**src/rtl/rxr_pkg.sv**
```systemverilog
package rxr_pkg;
  localparam int WORD_W     = 32;
  localparam int DESC_WORDS = 4;
  localparam int OWN_BIT    = 31;
  localparam int LEN_LSB    = 16;
  localparam int LEN_W      = 11;
  localparam int TRUNC_BIT  = 1;
  localparam int EOR_BIT    = 25;
  localparam int CHAIN_BIT  = 24;
  localparam int CNT_W      = 16;

  typedef enum logic [2:0] {
    ST_IDLE, ST_FETCH, ST_WAITD, ST_DECIDE, ST_RECV, ST_DROP, ST_WB
  } rxr_state_e;

  function automatic logic [WORD_W-1:0] make_status(input logic [LEN_W-1:0] len,
                                                    input logic trunc);
    logic [WORD_W-1:0] w;
    w = '0;
    w[LEN_LSB +: LEN_W] = len;
    w[TRUNC_BIT] = trunc;
    w[OWN_BIT] = 1'b0;
    return w;
  endfunction
endpackage

```
**src/rtl/rxr_byte_packer.sv**
```systemverilog
module rxr_byte_packer #(
  parameter int WORD_W = 32
) (
  input  logic                 clk,
  input  logic                 rst,
  input  logic                 clr,
  input  logic                 store,
  input  logic                 flush,
  input  logic [$clog2(WORD_W/8)-1:0] lane,
  input  logic [7:0]           din,
  output logic [WORD_W-1:0]    word_out
);
  localparam int LANES = WORD_W / 8;

  logic [7:0] lane_q [LANES];

  for (genvar i = 0; i < LANES; i++) begin : g_lane
    always_ff @(posedge clk) begin
      if (rst || clr) begin
        lane_q[i] <= '0;
      end else if (store) begin
        if (flush)                lane_q[i] <= '0;
        else if (lane == i[$clog2(LANES)-1:0]) lane_q[i] <= din;
      end
    end
    assign word_out[8*i +: 8] = (lane == i[$clog2(LANES)-1:0]) ? din : lane_q[i];
  end
endmodule

```
**src/rtl/rxr_next_ptr.sv**
```systemverilog
module rxr_next_ptr #(
  parameter int AW = 10
) (
  input  logic [AW-1:0] cur,
  input  logic [AW-1:0] base,
  input  logic [AW-1:0] link,
  input  logic          eor,
  input  logic          chain,
  output logic [AW-1:0] next
);
  localparam logic [AW-1:0] STRIDE = AW'(rxr_pkg::DESC_WORDS);

  always_comb begin
    if (eor)        next = base;
    else if (chain) next = link;
    else            next = cur + STRIDE;
  end
endmodule

```
**src/rtl/rxr_sat_counter.sv**
```systemverilog
module rxr_sat_counter #(
  parameter int W = 16
) (
  input  logic         clk,
  input  logic         rst,
  input  logic         inc,
  output logic [W-1:0] count
);
  localparam logic [W-1:0] TOP = '1;

  always_ff @(posedge clk) begin
    if (rst)                     count <= '0;
    else if (inc && count != TOP) count <= count + 1'b1;
  end


  miss_inc_chk: assert property (@(posedge clk) disable iff (rst)
    (inc && count != TOP) |=> (count == $past(count) + 1'b1));


  miss_saturate_chk: assert property (@(posedge clk) disable iff (rst)
    (count == TOP) |=> (count == TOP));
endmodule

```
**src/rtl/rx_desc_ring_engine.sv**
```systemverilog
module rx_desc_ring_engine
  import rxr_pkg::*;
#(
  parameter int AW     = 10,
  parameter int MISS_W = 16
) (
  input  logic              clk,
  input  logic              rst,
  input  logic              cfg_rx_en,
  input  logic [AW-1:0]     cfg_list_base,
  input  logic              rx_valid,
  input  logic [7:0]        rx_data,
  input  logic              rx_last,
  output logic              rx_ready,
  output logic              mem_req,
  output logic              mem_we,
  output logic [AW-1:0]     mem_addr,
  output logic [31:0]       mem_wdata,
  input  logic [31:0]       mem_rdata,
  input  logic [1:0]        sts_clr,
  output logic              sts_rx_done,
  output logic              sts_no_desc,
  output logic [MISS_W-1:0] miss_count
);
  localparam int LANE_W = $clog2(WORD_W/8);

  rxr_state_e st;
  logic [AW-1:0]     cur_desc, base_q, next_desc;
  logic              en_q;
  logic [1:0]        fidx;
  logic              tag1_v, tag2_v;
  logic [1:0]        tag1_i, tag2_i;
  logic              d_own, d_eor, d_chain;
  logic [LEN_W-1:0]  d_size;
  logic [AW-1:0]     d_buf1, d_link;
  logic [CNT_W-1:0]  byte_cnt;
  logic              trunc_q;
  logic              fits, flush, store, drop_end, set_done;
  logic [WORD_W-1:0] packed_word;
  logic [LEN_W-1:0]  stored_len;

  assign rx_ready = (st == ST_RECV) || (st == ST_DROP);
  assign fits     = byte_cnt < CNT_W'(d_size);
  assign store    = (st == ST_RECV) && rx_valid && fits;
  assign flush    = (byte_cnt[LANE_W-1:0] == '1) || rx_last ||
                    ((byte_cnt + 1'b1) == CNT_W'(d_size));
  assign drop_end = (st == ST_DROP) && rx_valid && rx_last;
  assign set_done = (st == ST_WB);
  assign stored_len = (byte_cnt > CNT_W'(d_size)) ? d_size : byte_cnt[LEN_W-1:0];

  rxr_byte_packer #(.WORD_W(WORD_W)) u_pack (
    .clk(clk), .rst(rst), .clr(st == ST_DECIDE), .store(store), .flush(flush),
    .lane(byte_cnt[LANE_W-1:0]), .din(rx_data), .word_out(packed_word)
  );

  rxr_next_ptr #(.AW(AW)) u_next (
    .cur(cur_desc), .base(base_q), .link(d_link), .eor(d_eor), .chain(d_chain),
    .next(next_desc)
  );

  rxr_sat_counter #(.W(MISS_W)) u_miss (
    .clk(clk), .rst(rst), .inc(drop_end), .count(miss_count)
  );

  // descriptor capture pipeline: request tag -> data valid tag
  always_ff @(posedge clk) begin
    if (rst) begin
      tag2_v <= 1'b0; tag2_i <= '0;
      d_own <= 1'b0; d_eor <= 1'b0; d_chain <= 1'b0;
      d_size <= '0; d_buf1 <= '0; d_link <= '0;
    end else begin
      tag2_v <= tag1_v;
      tag2_i <= tag1_i;
      if (tag2_v) begin
        case (tag2_i)
          2'd0: d_own <= mem_rdata[OWN_BIT];
          2'd1: begin
            d_size  <= mem_rdata[LEN_W-1:0];
            d_eor   <= mem_rdata[EOR_BIT];
            d_chain <= mem_rdata[CHAIN_BIT];
          end
          2'd2: d_buf1 <= mem_rdata[AW-1:0];
          default: d_link <= mem_rdata[AW-1:0];
        endcase
      end
    end
  end

  always_ff @(posedge clk) begin
    if (rst) begin
      st <= ST_IDLE;
      cur_desc <= '0; base_q <= '0; en_q <= 1'b0;
      fidx <= '0; tag1_v <= 1'b0; tag1_i <= '0;
      byte_cnt <= '0; trunc_q <= 1'b0;
      mem_req <= 1'b0; mem_we <= 1'b0; mem_addr <= '0; mem_wdata <= '0;
    end else begin
      en_q    <= cfg_rx_en;
      mem_req <= 1'b0;
      mem_we  <= 1'b0;
      tag1_v  <= 1'b0;
      if (cfg_rx_en && !en_q) begin
        base_q   <= cfg_list_base;
        cur_desc <= cfg_list_base;
      end
      case (st)
        ST_IDLE: begin
          fidx <= '0;
          if (cfg_rx_en && en_q && rx_valid) st <= ST_FETCH;
        end
        ST_FETCH: begin
          mem_req  <= 1'b1;
          mem_addr <= cur_desc + AW'(fidx);
          tag1_v   <= 1'b1;
          tag1_i   <= fidx;
          fidx     <= fidx + 1'b1;
          if (fidx == 2'd3) st <= ST_WAITD;
        end
        ST_WAITD: if (tag2_v && tag2_i == 2'd3) st <= ST_DECIDE;
        ST_DECIDE: begin
          byte_cnt <= '0;
          trunc_q  <= 1'b0;
          st <= d_own ? ST_RECV : ST_DROP;
        end
        ST_RECV: if (rx_valid) begin
          if (byte_cnt != '1) byte_cnt <= byte_cnt + 1'b1;
          if (!fits) trunc_q <= 1'b1;
          if (store && flush) begin
            mem_req   <= 1'b1;
            mem_we    <= 1'b1;
            mem_addr  <= d_buf1 + AW'(byte_cnt >> LANE_W);
            mem_wdata <= packed_word;
          end
          if (rx_last) st <= ST_WB;
        end
        ST_DROP: if (drop_end) st <= ST_IDLE;
        ST_WB: begin
          mem_req   <= 1'b1;
          mem_we    <= 1'b1;
          mem_addr  <= cur_desc;
          mem_wdata <= make_status(stored_len, trunc_q);
          cur_desc  <= next_desc;
          st <= ST_IDLE;
        end
        default: st <= ST_IDLE;
      endcase
    end
  end

  always_ff @(posedge clk) begin
    if (rst) begin
      sts_rx_done <= 1'b0;
      sts_no_desc <= 1'b0;
    end else begin
      if (set_done)        sts_rx_done <= 1'b1;
      else if (sts_clr[0]) sts_rx_done <= 1'b0;
      if (drop_end)        sts_no_desc <= 1'b1;
      else if (sts_clr[1]) sts_no_desc <= 1'b0;
    end
  end


  idle_quiet_chk: assert property (@(posedge clk) disable iff (rst)
    (st == ST_IDLE && !cfg_rx_en) |=> (!mem_req && !rx_ready));


  no_stream_in_fetch_chk: assert property (@(posedge clk) disable iff (rst)
    (mem_req && !mem_we) |-> !rx_ready);


  wb_own_clear_chk: assert property (@(posedge clk) disable iff (rst)
    (st == ST_WB) |=> (mem_req && mem_we && !mem_wdata[OWN_BIT]));


  no_write_past_size_chk: assert property (@(posedge clk) disable iff (rst)
    (st == ST_RECV && rx_valid && !fits) |=> !mem_req);


  done_clear_chk: assert property (@(posedge clk) disable iff (rst)
    (sts_clr[0] && !set_done) |=> !sts_rx_done);
endmodule

```
**config.mk**
```make
export PLATFORM = sky130hd
export DESIGN_NAME = rx_desc_ring_engine
export DESIGN_NICKNAME = d
export VERILOG_FILES = /design/src/rtl/rxr_pkg.sv /design/src/rtl/rxr_byte_packer.sv /design/src/rtl/rxr_next_ptr.sv /design/src/rtl/rxr_sat_counter.sv /design/src/rtl/rx_desc_ring_engine.sv
export SDC_FILE = /design/constraint.sdc
export NUM_CORES = 1
export LEC_CHECK = 0
export CAP_MARGIN = 15
export CORE_MARGIN = 2
export CORE_UTILIZATION = 49
export CTS_CLUSTER_SIZE = 25
export DETAILED_ROUTE_END_ITERATION = 12
export PLACE_DENSITY = 0.72
export SLEW_MARGIN = 20
export SYNTH_ARGS = -nofsm -noshare
export SYNTH_HDL_FRONTEND = slang
export SYNTH_SLANG_ARGS = --single-unit
```
**constraint.sdc**
```tcl
create_clock -name clk -period 3.6 [get_ports clk]
set_input_delay 0.72 -clock clk [delete_from_list [all_inputs] [get_ports clk]]
set_output_delay 0.72 -clock clk [all_outputs]
set_load 0.05 [all_outputs]
```
==> impl_metrics.yaml <==
detailed_routing:
  totalWireLength_mm: 24.71
  drc_errors: 0
  drtPass1Iterations: 6
  antenna_left: 0
  drt-vias-per-instance: 5.818
  dr_total_vias: 8267
  drt-wirelength-per-cell_um: 17.39
  drtIter0Drc: 705
final_layout:
  diodes: 0
  stdcell_count: 1421
  area_growth_pct: 20.02
  layout.nets: 1262
  layout_common_cells: "nand2_1, dfxtp_1, a21oi_1, clkdlybuf4s50_1, nor2_1"
  multiInputGateArea_mm2: 0.005097
  fillers: 1610
  seq_area_mm2: 0.003864
  final_layout_size_suffix_gt1_share_pct: 10.36
  finish.utilization_pct: 60.07
  mostFrequentLayoutCell: "nand2_1"
min_path:
  hp-class: "flip-flop to flip-flop"
floorplanning:
  floorplan.initialDensity_pct: 50.05
  die_w_um: 142.2
  die-area_mm2: 0.02023
  io_pins: 120
  die_h_um: 142.2
  rows: 50
  coreArea_mm2: 0.01871
synth:
  synth-seq-area-share_pct: 41.27
  yosys.area.top_type_share_pct: 31.00
  synthTopCellsByArea: "dfxtp_1, edfxtp_1, nand2_1, a21oi_1, mux2_2"
  ys_seq_elements: 177
  syn-mean-instance-area_um2: 8.543
  yosys.area_share.simple_pct: 21.88
  async_flop_share_pct: 0
  synth_xor_area_share_pct: 4.303
  synth_fa_ha_area_share_pct: 4.303
  yosysWarnings: 0
  syn-cell-area_mm2: 0.009363
  synth_top_flop_cell: "dfxtp_1"
  synth_top_family_by_area: "simple AND/OR/NAND/NOR gates"
  synth_compound_area_share_pct: 16.17
  synth_top_cell_by_area: "dfxtp_1"
  synth_mux_area_share_pct: 7.283
  synth-edff-count: 32
  ys_types: 73
  syn-instance-count: 1096
placed_design:
  numPortBuffers: 101
  place_worst_setup_slack_ns: 0.2126
  dp.cells: 1389
  globalplace.congestion: 0.8659
  hpwl_mm: 17.30
critical_path:
  r2r_slack_ns: 0.27
  worstPathArrival_ns: 3.43
  cp-end-kind: "flip-flop"
  crit_path_start_kind: "flip-flop"
  path_class: "flip-flop to flip-flop"
  worstPathMaxFanout: 28
  critPathRequiredTime_ns: 3.69
sta:
  maxSlewHeadroom_pct: 27.21
  worst_pin_slew_ns: 1.088
  setup_violations: 0
  fin_ws_ns: 0.2655
  final-hold-violation-count: 0
  clock_skew_ns: 0.01001
  finalCritPeriodShare_pct: 92.62
  tns_ns: 0
  drv_slew: 0
  fmax_ghz: 0.2999
  finalCriticalPeriod_ns: 3.334
  rsz0062_at_grt: "false"
power_and_ir_drop:
  p_int_mw: 3.452
  p_per_area_mw_per_mm2: 400.9
  finalPower_mw: 4.505
  switchingPower_mw: 1.054
  power_frac_comb_pct: 8.3
  vdd_drop_max_mv: 0.3374
  pwr-share-clk_pct: 44.9
  netSwitchingFraction_pct: 23.39
  p_seq_share_pct: 46.8
  leakage_nw: 4.115
clock_network:
  clkTransAtPathRegs_ns: 0.06
  numCtsBuffers: 17
  h-tree-depth: 4
  cts_root_buf: "clkbuf_16"
  clk_latency_ns: 0.43
  cts_num_sinks: 177
  cts_tree: "built"
  cts_buffer_depth: 2
grt:
  antenna_found_initial: 0
  grt_pass1_wl_mm: 39.72
  gr-total-overflow: 0
  grt_usage_pct: 24.65
  grt_pass1_vias: 7594
  grt_max_degree: 77
run:
  max-cap-violations: 0
status:
  outcome: "completed"
## flip-flops by register name, summed over array words and instances (netlist names), 3 cells and up
signal         count
cur_desc          10
byte_cnt          16
d_link            10
mem_wdata         32
mem_addr          10
u_miss.count      16
st                 3
d_size            11
base_q            10
d_buf1            10
u_pack.lane_q     32
## final timing paths
kind,start,endpoint,depth (start not counted)
worst min register to register,tag1_i[0],tag1_i[0],2
worst max-delay path,byte_cnt[0],u_pack.lane_q[2][5],9
worst max register to register,byte_cnt[0],u_pack.lane_q[2][5],9
worst min-delay path,tag1_i[0],tag1_i[0],2
## synth_stat cells, types with 12 or more instances
| master | n |
|---|---|
| o21ai_0 | 63 |
| xor2_1 | 24 |
| nand4_1 | 13 |
| a21oi_1 | 104 |
| inv_1 | 28 |
| xnor2_1 | 22 |
| a31oi_1 | 16 |
| edfxtp_1 | 32 |
| mux2_2 | 41 |
| ha_1 | 29 |
| nand2_1 | 158 |
| nor3_1 | 15 |
| and2_1 | 28 |
| a311oi_1 | 13 |
| clkbuf_1 | 56 |
| mux2i_1 | 22 |
| nor2_1 | 78 |
| nand3_1 | 61 |
| dfxtp_1 | 145 |
| a211oi_1 | 12 |
## logic make-up after synthesis
logic type | after synthesis
AO/OA/AOI/OAI | 250
XOR/XNOR | 46
adder cells (fa/ha/maj) | 31
buffers and inverters | 105
flip-flops | 177
multiplexers | 63
other | 1
AND/OR/NAND/NOR | 423
## critical path, cell delays in order (launching register included)
cell	delay (ns)
dfxtp_1	0.50
ha_1	0.26
nand3_2	0.23
nor4_2	0.42
xnor2_1	0.19
nand4_2	0.20
o31ai_4	0.43
buf_4	0.37
o21ai_0	0.12
nand2_1	0.30
## stage by stage
stage	instance area, um2	hold slack (ns)
final	11240	0.4514
after global routing	11240	0.4718
after CTS	11220	0.4525
after detailed placement	10560	0.4440
after global placement	10560	0.4209
after floorplan	9389	0.4138
## power by group through the flow
| stage | clock (mW) | combinational [mW] | sequential, mW |
|---|---|---|---|
| 4_1_cts | 2.04 | 0.370 | 2.11 |
| 5_1_grt | 2.12 | 0.406 | 2.11 |
| 3_5_place_dp | 0 | 0.368 | 2.15 |
| 6_report | 2.02 | 0.374 | 2.11 |
| 3_3_place_gp | 0 | 0.362 | 2.15 |
| 2_1_floorplan | 0 | 0.242 | 2.14 |
## per-layer routing
metal	up-vias	part of all wire [%]	global-route usage (%)
met1	3893	46	34.91
met3	40	6.6	4.610
met2	309	45	38.52
li1	4025	-	-
met4	0	2.1	7.053
met5	-	0	0
## what timing repair did
action | CTS | global route
hold buffers | 0 | 0
buffers inserted | 0 | 0
resized for setup | 0 | 2
setup endpoints to repair | 0 | 16
## cell type report
class                           instances  area share [%]
Multi-Input combinational cell        821           45.36
Inverter                               28          0.9353
Sequential cell                       177           34.38
Timing Repair Buffer                  129           10.85
Tap cell                              234           2.606
Clock buffer                           26           5.100
Clock inverter                          6          0.7683
(Power assumes the default switching activity.)
